===== config.mk =====
export PLATFORM = sky130hd
export DESIGN_NAME = pwm_brake_ctrl
export DESIGN_NICKNAME = d
export VERILOG_FILES = /design/src/rtl/brk_pkg.sv /design/src/rtl/fault_sync.sv /design/src/rtl/brake_latch.sv /design/src/rtl/out_override.sv /design/src/rtl/pwm_brake_ctrl.sv
export SDC_FILE = /design/constraint.sdc
export NUM_CORES = 1
export LEC_CHECK = 0
export BUFFER_PORTS_ARGS = -buffer_cell sky130_fd_sc_hd__buf_2
export CAP_MARGIN = 10
export CORE_AREA = 2 2 46 48
export CTS_CLUSTER_DIAMETER = 50
export DETAILED_ROUTE_END_ITERATION = 8
export DIE_AREA = 0 0 48 50
export PLACE_DENSITY = 0.78
export SYNTH_ARGS = -nofsm -noshare
export SYNTH_HDL_FRONTEND = slang
export SYNTH_HIERARCHICAL = 1
export SYNTH_SLANG_ARGS = --single-unit
export TNS_END_PERCENT = 30

===== constraint.sdc =====
create_clock -name clk -period 1.5 [get_ports clk]
set_input_delay 0 -clock clk [delete_from_list [all_inputs] [get_ports clk]]
set_output_delay 0 -clock clk [all_outputs]
set_load 0.01 [all_outputs]

===== src/rtl/brk_pkg.sv =====
package brk_pkg;

    localparam int NUM_BRK = 2;
    localparam int NUM_CMP = 3;
    localparam int B0_SRCS = 1 + NUM_CMP;
    localparam int SYNC_STAGES = 2;

    typedef enum logic [1:0] {
        B1_PIN  = 2'd0,
        B1_CMP0 = 2'd1,
        B1_CMP1 = 2'd2,
        B1_CMP2 = 2'd3
    } b1_sel_e;

    typedef struct packed {
        logic               lvd;
        logic [NUM_CMP-1:0] cmp;
        logic               pin1;
        logic               pin0;
    } fault_t;

    localparam int FLT_W = $bits(fault_t);

    function automatic logic path0_src(input fault_t f, input logic [B0_SRCS-1:0] en);
        logic [B0_SRCS-1:0] srcs;
        srcs = {f.cmp, f.pin0};
        return |(srcs & en);
    endfunction

    function automatic logic path1_src(input fault_t f, input b1_sel_e sel, input logic lvd_en);
        logic pick;
        case (sel)
            B1_PIN:  pick = f.pin1;
            B1_CMP0: pick = f.cmp[0];
            B1_CMP1: pick = f.cmp[1];
            default: pick = f.cmp[2];
        endcase
        return pick | (f.lvd & lvd_en);
    endfunction

endpackage


===== src/rtl/fault_sync.sv =====
module fault_sync #(
    parameter int W      = 6,
    parameter int STAGES = 2
) (
    input  logic         clk,
    input  logic         rst,
    input  logic [W-1:0] d_async,
    output logic [W-1:0] q_sync
);
    for (genvar b = 0; b < W; b++) begin : g_bit
        logic [STAGES-1:0] chain;
        always_ff @(posedge clk) begin
            if (rst) chain <= '0;
            else     chain <= {chain[STAGES-2:0], d_async[b]};
        end
        assign q_sync[b] = chain[STAGES-1];
    end
endmodule


===== src/rtl/brake_latch.sv =====
module brake_latch (
    input  logic clk,
    input  logic rst,
    input  logic src,
    input  logic irq_en,
    input  logic clr_flag,
    input  logic clr_irq,
    output logic flag_q,
    output logic irq_q
);
    always_ff @(posedge clk) begin
        if (rst) begin
            flag_q <= 1'b0;
            irq_q  <= 1'b0;
        end else begin
            if (src)           flag_q <= 1'b1;
            else if (clr_flag) flag_q <= 1'b0;
            if (src && irq_en) irq_q <= 1'b1;
            else if (clr_irq && !src) irq_q <= 1'b0;
        end
    end


    flag_set_chk: assert property (@(posedge clk) disable iff (rst) src |=> flag_q);

    flag_hold_chk: assert property (@(posedge clk) disable iff (rst) (flag_q && !clr_flag) |=> flag_q);

    flag_clr_chk: assert property (@(posedge clk) disable iff (rst) (clr_flag && !src) |=> !flag_q);

    irq_gate_chk: assert property (@(posedge clk) disable iff (rst) (!irq_q && !irq_en) |=> !irq_q);

    irq_keep_chk: assert property (@(posedge clk) disable iff (rst) (irq_q && !clr_irq) |=> irq_q);
endmodule


===== src/rtl/out_override.sv =====
module out_override #(
    parameter int NCH = 6
) (
    input  logic           brake,
    input  logic [NCH-1:0] pwm_in,
    input  logic [NCH-1:0] chan_mask,
    input  logic [NCH-1:0] level_mask,
    output logic [NCH-1:0] pwm_out
);
    for (genvar c = 0; c < NCH; c++) begin : g_ch
        always_comb begin
            if (brake && chan_mask[c]) pwm_out[c] = level_mask[c];
            else                       pwm_out[c] = pwm_in[c];
        end
    end
endmodule


===== src/rtl/pwm_brake_ctrl.sv =====
module pwm_brake_ctrl
    import brk_pkg::*;
#(
    parameter int NUM_CH = 6
) (
    input  logic                 clk,
    input  logic                 rst,
    input  logic [NUM_CH-1:0]    pwm_in,
    input  logic                 brk_pin0,
    input  logic                 brk_pin1,
    input  logic [NUM_CMP-1:0]   cmp_in,
    input  logic                 lvd_in,
    input  logic [B0_SRCS-1:0]   b0_src_en,
    input  logic [1:0]           b1_sel,
    input  logic                 b1_lvd_en,
    input  logic [NUM_CH-1:0]    chan_mask,
    input  logic [NUM_CH-1:0]    level_mask,
    input  logic [NUM_BRK-1:0]   irq_en,
    input  logic [NUM_BRK-1:0]   flag_clr,
    input  logic [NUM_BRK-1:0]   irq_clr,
    output logic [NUM_CH-1:0]    pwm_out,
    output logic [NUM_BRK-1:0]   brk_flag,
    output logic [NUM_BRK-1:0]   irq_flag,
    output logic                 irq
);
    fault_t             raw_f, syn_f;
    logic [FLT_W-1:0]   syn_vec;
    logic [NUM_BRK-1:0] src;

    always_comb begin
        raw_f.pin0 = brk_pin0;
        raw_f.pin1 = brk_pin1;
        raw_f.cmp  = cmp_in;
        raw_f.lvd  = lvd_in;
    end

    fault_sync #(.W(FLT_W), .STAGES(SYNC_STAGES)) u_sync (
        .clk     (clk),
        .rst     (rst),
        .d_async (raw_f),
        .q_sync  (syn_vec)
    );

    assign syn_f  = fault_t'(syn_vec);
    assign src[0] = path0_src(syn_f, b0_src_en);
    assign src[1] = path1_src(syn_f, b1_sel_e'(b1_sel), b1_lvd_en);

    for (genvar k = 0; k < NUM_BRK; k++) begin : g_brk
        brake_latch u_latch (
            .clk      (clk),
            .rst      (rst),
            .src      (src[k]),
            .irq_en   (irq_en[k]),
            .clr_flag (flag_clr[k]),
            .clr_irq  (irq_clr[k]),
            .flag_q   (brk_flag[k]),
            .irq_q    (irq_flag[k])
        );
    end

    assign irq = |irq_flag;

    out_override #(.NCH(NUM_CH)) u_ovr (
        .brake      (|brk_flag),
        .pwm_in     (pwm_in),
        .chan_mask  (chan_mask),
        .level_mask (level_mask),
        .pwm_out    (pwm_out)
    );


    safe_level_chk: assert property (@(posedge clk) disable iff (rst)
        (|brk_flag) |-> ((pwm_out & chan_mask) == (level_mask & chan_mask)));

    pass_thru_chk: assert property (@(posedge clk) disable iff (rst)
        ((pwm_out & ~chan_mask) == (pwm_in & ~chan_mask)));

    idle_pass_chk: assert property (@(posedge clk) disable iff (rst)
        (brk_flag == '0) |-> (pwm_out == pwm_in));
endmodule


# [After elaboration in Yosys (flattened, before gate mapping)]
# Index checks and enable logic that the tools add are counted.
[classes] bitwise=3 reduce_logical=20 eq_ne=2 n_mux=15
[ops] operator="$mux 1" n=14
[ops] operator="$logic_and 1x1->1" n=10
[ops] operator="$reduce_bool 2->1" n=4
[ops] operator="$and 4x4->4" n=1
[ops] operator="$reduce_or 2->1" n=2
[ops] operator="$reduce_or 4->1" n=1
[ops] operator="$pmux 1 s3" n=1
[ops] operator="$eq 2x1->1 const B" n=1
[ops] operator="$eq 2x2->1 const B" n=1
[ops] operator="$logic_not 1->1" n=2
[ops] operator="$logic_not 2->1" n=1
[ops] operator="$and 1x1->1" n=1
[ops] operator="$or 1x1->1" n=1
[totals] ff_bits=16 wordCells=50 out_inout_bits=11

# [Depth between registers and ports, before layout]
# Gate-level depths: netlist of run 1.
[logic_depth] word_depth=7 ltp_mapped=5

# [Modules after synthesis]
# Netlist of run 1, hierarchy kept.
[by_module_without_submodules] mod="fault_sync" area_per_inst_um2=411.6 instances=1 cells_each=31 seq_area_each_um2=240.2
[by_module_without_submodules] mod="brake_latch" area_per_inst_um2=75.1 instances=2 cells_each=8 seq_area_each_um2=40.0
[by_module_without_submodules] mod="out_override" area_per_inst_um2=112.6 instances=1 cells_each=12 seq_area_each_um2=0.0
[by_module_without_submodules] mod="pwm_brake_ctrl" area_per_inst_um2=61.3 instances=1 cells_each=7 seq_area_each_um2=0.0

# [Worst setup path after synthesis of run 1]
# OpenSTA, ideal clock, no wires.
[synth_path] path_type="reg2reg" start="register u_sync.g_bit[4].chain[1]" end="register g_brk[1].u_latch.irq_q" path_slack_ns=0.253 stages_incl_launch_ff=6 n_path_buf=1 synth_period_minus_slack_ns=1.247 setup_ns=0.118 t_arrival_ns=1.129 cell_sequence="dfxtp_1 > buf_4 > mux4_2 > a21o_1 > o21ai_1 > a21oi_1"
[synth_via] elab_chain_cells=5 elab_cells_between_ends=7 classes_between="2 x mux; 1 x bitwise; 4 x reduce/logical"
[synth_lines] item="start, declared" line="fault_sync.sv:11" source="logic [STAGES-1:0] chain;"
[synth_lines] item="start signal, assigned" line="fault_sync.sv:14" source="else chain <= {chain[STAGES-2:0], d_async[b]};"
[synth_lines] item="$pmux 1 s3 (*)" line="brk_pkg.sv:32" source="case (sel)"
[synth_lines] item="$or 1x1->1 (*)" line="brk_pkg.sv:38" source="return pick | (f.lvd & lvd_en);"
[synth_lines] item="named net src[1]" line="pwm_brake_ctrl.sv:28" source="logic [NUM_BRK-1:0] src;"
[synth_lines] item="$logic_not 1->1" line="brake_latch.sv:19" source="else if (clr_irq && !src) irq_q <= 1'b0;"
[synth_lines] item="$logic_and 1x1->1" line="brake_latch.sv:19"
[synth_lines] item="$reduce_bool 2->1 (no line)"
[synth_lines] item="end signal, assigned" line="brake_latch.sv:14" source="irq_q <= 1'b0;"
[synth_lines] item="end signal, assigned" line="brake_latch.sv:18" source="if (src && irq_en) irq_q <= 1'b1;"
[synth_lines] item="end signal, assigned" line="brake_latch.sv:19"
[synth_lines] item="end, declared" line="brake_latch.sv:9" source="output logic irq_q"
# The timed path passes the listed nets; every way through them passes the cells marked *.
# A chain may end at the register's enable or synchronous reset.

# [Worst setup path in the final report of run 1]
[layout_path] start="register g_brk[1].u_latch.flag_q" end="output pwm_out[2]"
[layout_via] elab_chain_cells=3
[layout_lines] item="start, declared" line="brake_latch.sv:8" source="output logic flag_q,"
[layout_lines] item="start signal, assigned" line="brake_latch.sv:13" source="flag_q <= 1'b0;"
[layout_lines] item="start signal, assigned" line="brake_latch.sv:16" source="if (src) flag_q <= 1'b1;"
[layout_lines] item="start signal, assigned" line="brake_latch.sv:17" source="else if (clr_flag) flag_q <= 1'b0;"
[layout_lines] item="$reduce_or 2->1" line="pwm_brake_ctrl.sv:64" source=".brake (|brk_flag),"
[layout_lines] item="$logic_and 1x1->1" line="out_override.sv:12" source="if (brake && chan_mask[c]) pwm_out[c] = level_mask[c];"
[layout_lines] item="$mux 1" line="out_override.sv:12"
[layout_lines] item="end, declared" line="pwm_brake_ctrl.sv:21" source="output logic [NUM_CH-1:0] pwm_out,"
# No other way between the ends.

==> results.ini, run 1 <==
[cts]
clk_latency_ns = 0.29
cts_tree = done
clk_pin_slew_worst_paths_ns = 0.09
numCtsBuffers = 3
cts.sinks = 16
cts_htree_levels = 1
clockRootBuffer = clkbuf_4
cts_setup_buffers = 0
clk_path_buf_depth = 2

[synth]
synth_area_per_cell_um2 = 11.15
yosysWarnings = 6
yosysSeqAreaShare_pct = 43.54
synth_fp_nets = 105
netlist_instances = 66
ys_top_cells_by_area = dfxtp_1, mux2_4, nor2b_2, buf_4, nor2b_4
synth_top_cell_area_share_pct = 43.54
netlist_area_um2 = 735.7
synthDistinctLibCells = 17
yosys.area.top_type = dfxtp_1
ys_ff_latch = 16

[global_routing]
grt_pass1_vias = 639
grt_pass1_wl_mm = 2.290
overflow = 0
antenna_found_initial = 0
grt_max_degree = 17
grt_use_total_pct = 13.90

[worst_hold_path]
min_path_cells = 4
hp-class = primary input to register

[critical_path]
cpLargestDelayFamily = simple AND/OR/NAND/NOR gates
worstSetupPathType = register to primary output
cpMaxStageDelayCell = dfxtp_1
required_ns = 1.50
worstPathMaxFanout = 6
reg2regPathDepth = 5
critPathCaptureType = primary output
arrival_ns = 1.43
slowest_delay_ns = 0.33
start_kind = register
cp_num_buf_inv = 1
cp_num_cells = 4
crit_chain = or2_4, nand2_1, mux2_4, buf_2

[pwr]
pwr-share-seq_pct = 48.6
power_frac_comb_pct = 21.2
switching_share_pct = 23.23
p_leak_nw = 0.5655
ir_drop_uv = 605.2
power_density_mw_per_mm2 = 831.6
p_int_uw = 720.5
p_sw_uw = 218.1
clkPwrFrac_pct = 30.2

[sta]
maxSlewViolCount = 0
finalSetupTns_ns = 0
tightest_slew_ns = 0.4283
finalHoldViolations = 0
rsz0062_at_grt = no
final.min_clock_period_ns = 1.428
relSlewSlack_pct = 71.45
skew_ns = 0.001393
setup_violations = 0
fmax_ghz = 0.7001
post-route-period-util_pct = 95.23

[routing]
wl_mm = 1.581
dr.first_iter.drc_count = 2
via_per_inst = 4.325
drc = 0
wire_per_inst_um = 10.47
drt_first_pass_iters = 2
final_antenna_net_count = 0
vias = 653

[placed_design]
portBuffers = 49
dp_cells = 135
place_congestion = 0.6101

[floorplanning]
rows = 16
die_h_um = 50
start_util_pct = 38.68
die_area_mm2 = 0.002400
num_io_pins = 50
die_w_um = 48
design.core.area_mm2 = 0.001902

[outcome]
status = completed

[final_layout]
final_net_count = 164
fillers = 165
final_util_pct = 59.34
drive_gt1_share_pct = 63.71
area_growth_pct = 53.40
fin_cells = 151
final_cell_mix = buf_2, dfxtp_1, dlygate4sd3_1
antenna_cells = 0
final_common_cell = buf_2

[run]
max-cap-violations = 0

-- metal layers --
layer	vias up	GRT usage (%)	wire [µm]
met1	284	9.910	557
met2	37	28.22	846
met5	-	0	0
li1	327	-	-
met3	5	2.198	129
met4	0	9.459	48
-- layout make-up --
class	instances	area [µm²]	share of cell area [%]
Clock buffer	4	36.28	3.215
Inverter	2	7.507	0.6652
Multi-Input combinational cell	41	364.1	32.26
Sequential cell	16	321.6	28.49
Tap cell	27	33.78	2.993
Timing Repair Buffer	61	365.4	32.37
-- timing repair --
| item | CTS | global route |
|---|---|---|
| hold buffers | 12 | 0 |
| pin swaps | 0 | 2 |
| setup endpoints to repair | 3 | 1 |
| cloned | 0 | 0 |
| resized for setup | 1 | 3 |
| endpoints found under the hold margin | 10 | 0 |
-- worst register-to-register path, stage by stage (launching register included) --
cell,delay (ns)
dfxtp_2,0.33
a22oi_2,0.16
nand2_1,0.10
o21ai_1,0.09
a21oi_1,0.08
dlygate4sd3_1,0.57
-- worst paths after layout --
kind,start,end,slack [ns]
max,g_brk[1].u_latch/flag_q$_SDFFE_PP0P_,pwm_out[2],0.07
min,b1_lvd_en,g_brk[1].u_latch/flag_q$_SDFFE_PP0P_,0.07
max reg2reg,u_sync/g_bit[3].chain[1]$_SDFF_PP0_,g_brk[0].u_latch/irq_q$_SDFFE_PP0P_,0.08
min reg2reg,u_sync/g_bit[0].chain[0]$_SDFF_PP0_,u_sync/g_bit[0].chain[1]$_SDFF_PP0_,0.45
-- power by group through the flow --
stage	combinational, mW	sequential [mW]	clock, mW
after detailed placement	0.173	0.465	0
final	0.199	0.456	0.284
after global routing	0.219	0.459	0.315
after CTS	0.199	0.455	0.291
after floorplan	0.102	0.465	0
after global placement	0.170	0.464	0
-- cell usage after synthesis, drive strengths merged --
cell type,number
dfxtp,16
and2b,2
nor2b,10
inv,2
a21oi,4
or2,2
buf,7
nand2b,4
a21o,1
a22oi,2
o21ai,2
nand2,7
mux4,1
mux2,6
-- state kept, by name (all words and copies together), names as in the netlist --
| signal | count |
|---|---|
| u_sync/g_bit.chain | 12 |
| g_brk.u_latch/flag_q | 2 |
| g_brk.u_latch/irq_q | 2 |
-- kinds of logic after synthesis --
family,after synthesis,share of synthesized area [%]
AOI/OAI and AO/OA,9,8.164
buffers and inverters,9,8.673
DFF,16,43.54
muxes,7,15.31
and+or+nand+nor,25,24.32
-- per-stage QoR --
| stage | total power, mW | hold WS, ns | setup slack (ns) | instance area [µm²] |
|---|---|---|---|---|
| after floorplan | 0.5671 | 0.06244 | 0.2531 | 735.7 |
| after global placement | 0.6337 | 0.2085 | 0.3225 | 958.4 |
| after detailed placement | 0.6383 | 0.2121 | 0.2938 | 958.4 |
| after CTS | 0.9462 | 0.06684 | 0.06969 | 1117 |
| after global routing | 0.9933 | 0.08871 | 0.0005400 | 1129 |
| final | 0.9386 | 0.06991 | 0.07161 | 1129 |
(Power assumes the default switching activity.)
==> run 2: changes to the inputs <==
==> constraint.sdc (replaced) <==
create_clock -name clk -period 1.5 [get_ports clk]
set_input_delay 0 -clock clk [delete_from_list [all_inputs] [get_ports clk]]
set_output_delay 0 -clock clk [all_outputs]
set_load 0.02 [all_outputs]
==> results.ini, run 2 (synthesis results as in run 1) <==
[final_layout]
area_growth_pct = 49.32
seq_area_um2 = 320.3
fin_cells = 149
fillers = 177
drive_gt1_share_pct = 62.30
regMostFlops = u_sync/g_bit.chain
antenna_cells = 0
largest_reg_flops = 12
final_common_cell = buf_2
final_net_count = 163
top_regs = u_sync/g_bit.chain: 12 flops, g_brk.u_latch/flag_q: 2 flops, g_brk.u_latch/irq_q: 2 flops
final_cell_mix = buf_2, dfxtp_1, dlygate4sd3_1
multi_input_area_um2 = 359.1

[pwr]
ir_drop_uv = 609.5
p_total_uw = 886.0
p_leak_nw = 0.5510
power_density_mw_per_mm2 = 806.5

[routing]
wl_mm = 1.576
drt_first_pass_iters = 2
via_per_inst = 4.289
final_antenna_net_count = 0
vias = 639
dr.first_iter.drc_count = 3
drc = 0
wire_per_inst_um = 10.58

[floorplanning]
start_util_pct = 38.68
die_h_um = 50
rows = 16
design.core.area_mm2 = 0.001902
die_w_um = 48
num_io_pins = 50
die_area_mm2 = 0.002400

[placed_design]
dp_slack_ns = 0.2912
portBuffers = 49
dp_cells = 135
place_congestion = 0.6174
dp_hpwl_mm = 1.255

[critical_path]
worstPathMaxFanout = 6
worstSetupPathType = register to primary output
critPathLaunch = g_brk[1].u_latch/flag_q$_SDFFE_PP0P_
required_ns = 1.50
critPathCaptureType = primary output
start_kind = register
reg2reg_to = g_brk[1].u_latch/irq_q$_SDFFE_PP0P_
reg2reg_from = u_sync/g_bit[4].chain[1]$_SDFF_PP0_
arrival_ns = 1.44
reg2regPathDepth = 4
reg2reg_slack_ns = 0.29

[sta]
post-route-period-util_pct = 95.81
relSlewSlack_pct = 71.83
final.min_clock_period_ns = 1.437
setup_violations = 0
maxSlewViolCount = 0
skew_ns = 0.003595
fmax_ghz = 0.6958
finalHoldViolations = 0
finalSetupTns_ns = 0
tightest_slew_ns = 0.4225
fin_ws_ns = 0.06289
rsz0062_at_grt = no

[run]
max-cap-violations = 0

[cts]
clk_path_buf_depth = 2
cts.sinks = 16
cts_tree = done
numCtsBuffers = 3
clk_pin_slew_worst_paths_ns = 0.08
clk_latency_ns = 0.28
clockRootBuffer = clkbuf_4
cts_setup_buffers = 0
cts_htree_levels = 1

[global_routing]
grt_max_degree = 17
grt_pass1_wl_mm = 2.311
grt_use_total_pct = 13.85
overflow = 0
grt_pass1_vias = 650
antenna_found_initial = 0

[outcome]
status = completed

[worst_hold_path]
hp-class = primary input to register
min_to = g_brk[0].u_latch/irq_q$_SDFFE_PP0P_
worstHoldStart = irq_en[0]
min_path_cells = 3

## run 2: cell types whose count changed in the layout (fill, tap and decap cells not counted), sizes merged
cell         previous run  this run
dlygate4sd3            12        11
clkbuf                  4         3
## run 2: area by class of cell
| class | count | share of cell area (%) |
|---|---|---|
| multi-input cells | 41 | 32.69 |
| repair buffers | 60 | 32.35 |
| flip-flops and latches | 16 | 29.16 |
| well taps | 27 | 3.075 |
| clock buffers | 3 | 2.050 |
| inverters | 2 | 0.6834 |
## run 2: report_power, final
| part | internal [mW] | leakage (nW) | switching (mW) | total, mW |
|---|---|---|---|---|
| logic | 0.124 | 0.405 | 0.0886 | 0.213 |
| registers | 0.446 | 0.132 | 0.00946 | 0.455 |
| clock network | 0.0933 | 0.0138 | 0.124 | 0.218 |
## run 2: worst max path at each step
stage | cells after the start | endpoint
global placement | 4 | g_brk[1].u_latch/irq_q$_SDFFE_PP0P_
floorplan | 5 | g_brk[1].u_latch/irq_q$_SDFFE_PP0P_
finish | 4 | pwm_out[5]
CTS | 4 | pwm_out[5]
detailed placement | 4 | pwm_out[5]
global route | 4 | pwm_out[5]
## run 2: worst max-delay path, cell delays in order (launching register included)
cell	delay [ns]
dfxtp_1	0.33
or2_4	0.27
nand2_1	0.10
mux2_4	0.30
buf_2	0.16
## run 2: layer usage
metal	vias up	global-route usage, %	part of all wire, %
met3	5	3.297	7.9
met5	-	0	0
met4	0	8.108	2.4
li1	323	-	-
met2	37	27.11	53
met1	274	10.86	36
## run 2: timing repair
| action | in CTS | in global routing |
|---|---|---|
| resized for setup | 1 | 1 |
| hold buffers | 12 | 0 |
| pin swaps | 0 | 1 |
| setup endpoints to repair | 6 | 1 |
| endpoints found under the hold margin | 10 | 0 |
## run 2: metrics by stage
stage | util [%] | hold slack, ns | instance area, µm²
2_1_floorplan | - | 0.06244 | 735.7
3_3_place_gp | 50.39 | 0.2080 | 958.4
3_5_place_dp | 50.39 | 0.2146 | 958.4
4_1_cts | 58.03 | 0.07546 | 1104
5_1_grt | 57.76 | 0.09068 | 1099
6_report | 57.76 | 0.002884 | 1099
==> run 3: changes to the inputs <==
BUFFER_PORTS_ARGS = -buffer_cell sky130_fd_sc_hd__clkbuf_2   (was -buffer_cell sky130_fd_sc_hd__buf_2)
==> results.ini, run 3 (synthesis results as in run 1) <==
[critical_path]
critPathCaptureType = primary output
required_ns = 1.50
worstSetupPathType = register to primary output
start_kind = register
worstPathMaxFanout = 6
arrival_ns = 1.44

[pwr]
power_density_mw_per_mm2 = 852.3
ir_drop_uv = 766.3
pwr-share-seq_pct = 48.2
switching_share_pct = 24.00
clkPwrFrac_pct = 28.7
p_int_uw = 718.0
p_sw_uw = 226.8
power_frac_comb_pct = 23.1
p_leak_nw = 0.5651

[routing]
wire_per_inst_um = 11.49
final_antenna_net_count = 0
drt_first_pass_iters = 3
vias = 651
drc = 0
dr.first_iter.drc_count = 4
via_per_inst = 4.340
wl_mm = 1.724

[sta]
maxSlewViolCount = 0
post-route-period-util_pct = 95.88
finalHoldViolations = 0
tightest_slew_ns = 0.2610
skew_ns = 0.0007231
final.min_clock_period_ns = 1.438
worst_hold_slack_ns = 0.02555
relSlewSlack_pct = 82.60
fmax_ghz = 0.6953
rsz0062_at_grt = yes
setup_violations = 0

[cts]
clk_latency_ns = 0.28
cts.sinks = 16
clk_path_buf_depth = 2
cts_tree = done
clk_pin_slew_worst_paths_ns = 0.09
cts_setup_buffers = 0
cts_htree_levels = 1
clockRootBuffer = clkbuf_4
numCtsBuffers = 3

[floorplanning]
design.core.area_mm2 = 0.001902
start_util_pct = 38.68
die_area_mm2 = 0.002400
rows = 16
die_h_um = 50
die_w_um = 48
num_io_pins = 50

[placed_design]
placed_cell_area_um2 = 965.9
place_congestion = 0.6296
portBuffers = 49
dp_cells = 136
dp_hpwl_mm = 1.348

[final_layout]
regMostFlops = u_sync/g_bit.chain
final_util_pct = 58.29
drive_gt1_share_pct = 64.23
top_regs = u_sync/g_bit.chain: 12 flops, g_brk.u_latch/flag_q: 2 flops, g_brk.u_latch/irq_q: 2 flops
largest_reg_flops = 12
antenna_cells = 0
area_growth_pct = 50.68
final_common_cell = clkbuf_2
fin_cells = 150
stdcell_area_mm2 = 0.001109
final_cell_mix = clkbuf_2, dfxtp_1, dlygate4sd3_1
fillers = 175
final_net_count = 163

[outcome]
status = completed

[run]
max-cap-violations = 0

[global_routing]
grt_pass1_wl_mm = 2.587
grt_use_total_pct = 15.81
grt_pass1_vias = 704
grt_max_degree = 11
antenna_found_initial = 0
overflow = 0

[worst_hold_path]
hp-class = primary input to register

run 3: cell types whose count changed in the layout (fill, tap and decap cells not counted):
cell	before	now
a22oi_1	1	2
a22oi_2	1	0
buf_2	49	2
buf_4	0	1
clkbuf_2	0	47
clkbuf_8	0	1
dfxtp_1	16	15
dfxtp_2	0	1
dlygate4sd3_1	11	10
nand2_1	7	6
nand2_2	0	1
run 3: repair_timing:
item	in CTS	in global routing
hold buffers	10	0
resized for setup	2	3
setup endpoints to repair	6	4
pin swaps	0	0
endpoints found under the hold margin	10	0
run 3: critical path, stage by stage, from the launching register on:
cell and delay [ns]:
dfxtp_2 0.33, or2_4 0.27, nand2_1 0.10, mux2_4 0.30, buf_2 0.16
run 3: per-stage QoR:
step                  TNS, ns  worst slack, ns  power (mW)
finish                      0          0.06184      0.9448
global route        -0.003423        -0.003423       1.003
CTS                         0          0.04334      0.9589
detailed placement          0           0.2805      0.6606
global placement            0           0.2994      0.6541
floorplan                   0           0.2529      0.5854
run 3: path summary, 6_finish.rpt:
path              cells past startpoint                                   to  slack, ns                                 start
setup / recovery                      4                           pwm_out[5]       0.06  g_brk[1].u_latch/flag_q$_SDFFE_PP0P_
hold / removal                        3  g_brk[0].u_latch/irq_q$_SDFFE_PP0P_       0.03                             irq_en[0]
setup reg to reg                      4  g_brk[1].u_latch/irq_q$_SDFFE_PP0P_       0.28   u_sync/g_bit[4].chain[1]$_SDFF_PP0_
hold reg to reg                       1  u_sync/g_bit[0].chain[1]$_SDFF_PP0_       0.45   u_sync/g_bit[0].chain[0]$_SDFF_PP0_
run 3: cell type report:
| type | count | area [µm²] | share of cell area (%) |
|---|---|---|---|
| well taps | 27 | 33.78 | 3.047 |
| inverters | 2 | 7.507 | 0.6772 |
| multi-input cells | 41 | 356.6 | 32.17 |
| flip-flops and latches | 16 | 321.6 | 29.01 |
| clock buffers | 4 | 36.28 | 3.273 |
| repair buffers | 60 | 352.8 | 31.83 |
run 3: power by group through the flow:
stage	Combinational, mW	Sequential, mW	Clock (mW)
2_1_floorplan	0.115	0.470	0
3_3_place_gp	0.191	0.464	0
3_5_place_dp	0.196	0.465	0
4_1_cts	0.220	0.455	0.284
5_1_grt	0.239	0.459	0.305
6_report	0.218	0.455	0.271
run 3: layer usage:
layer	vias up	wire, µm	GRT usage, %
met1	287	521	10.84
li1	322	-	-
met2	37	1041	34.00
met4	0	21	5.405
met3	5	140	4.396
met5	-	0	0
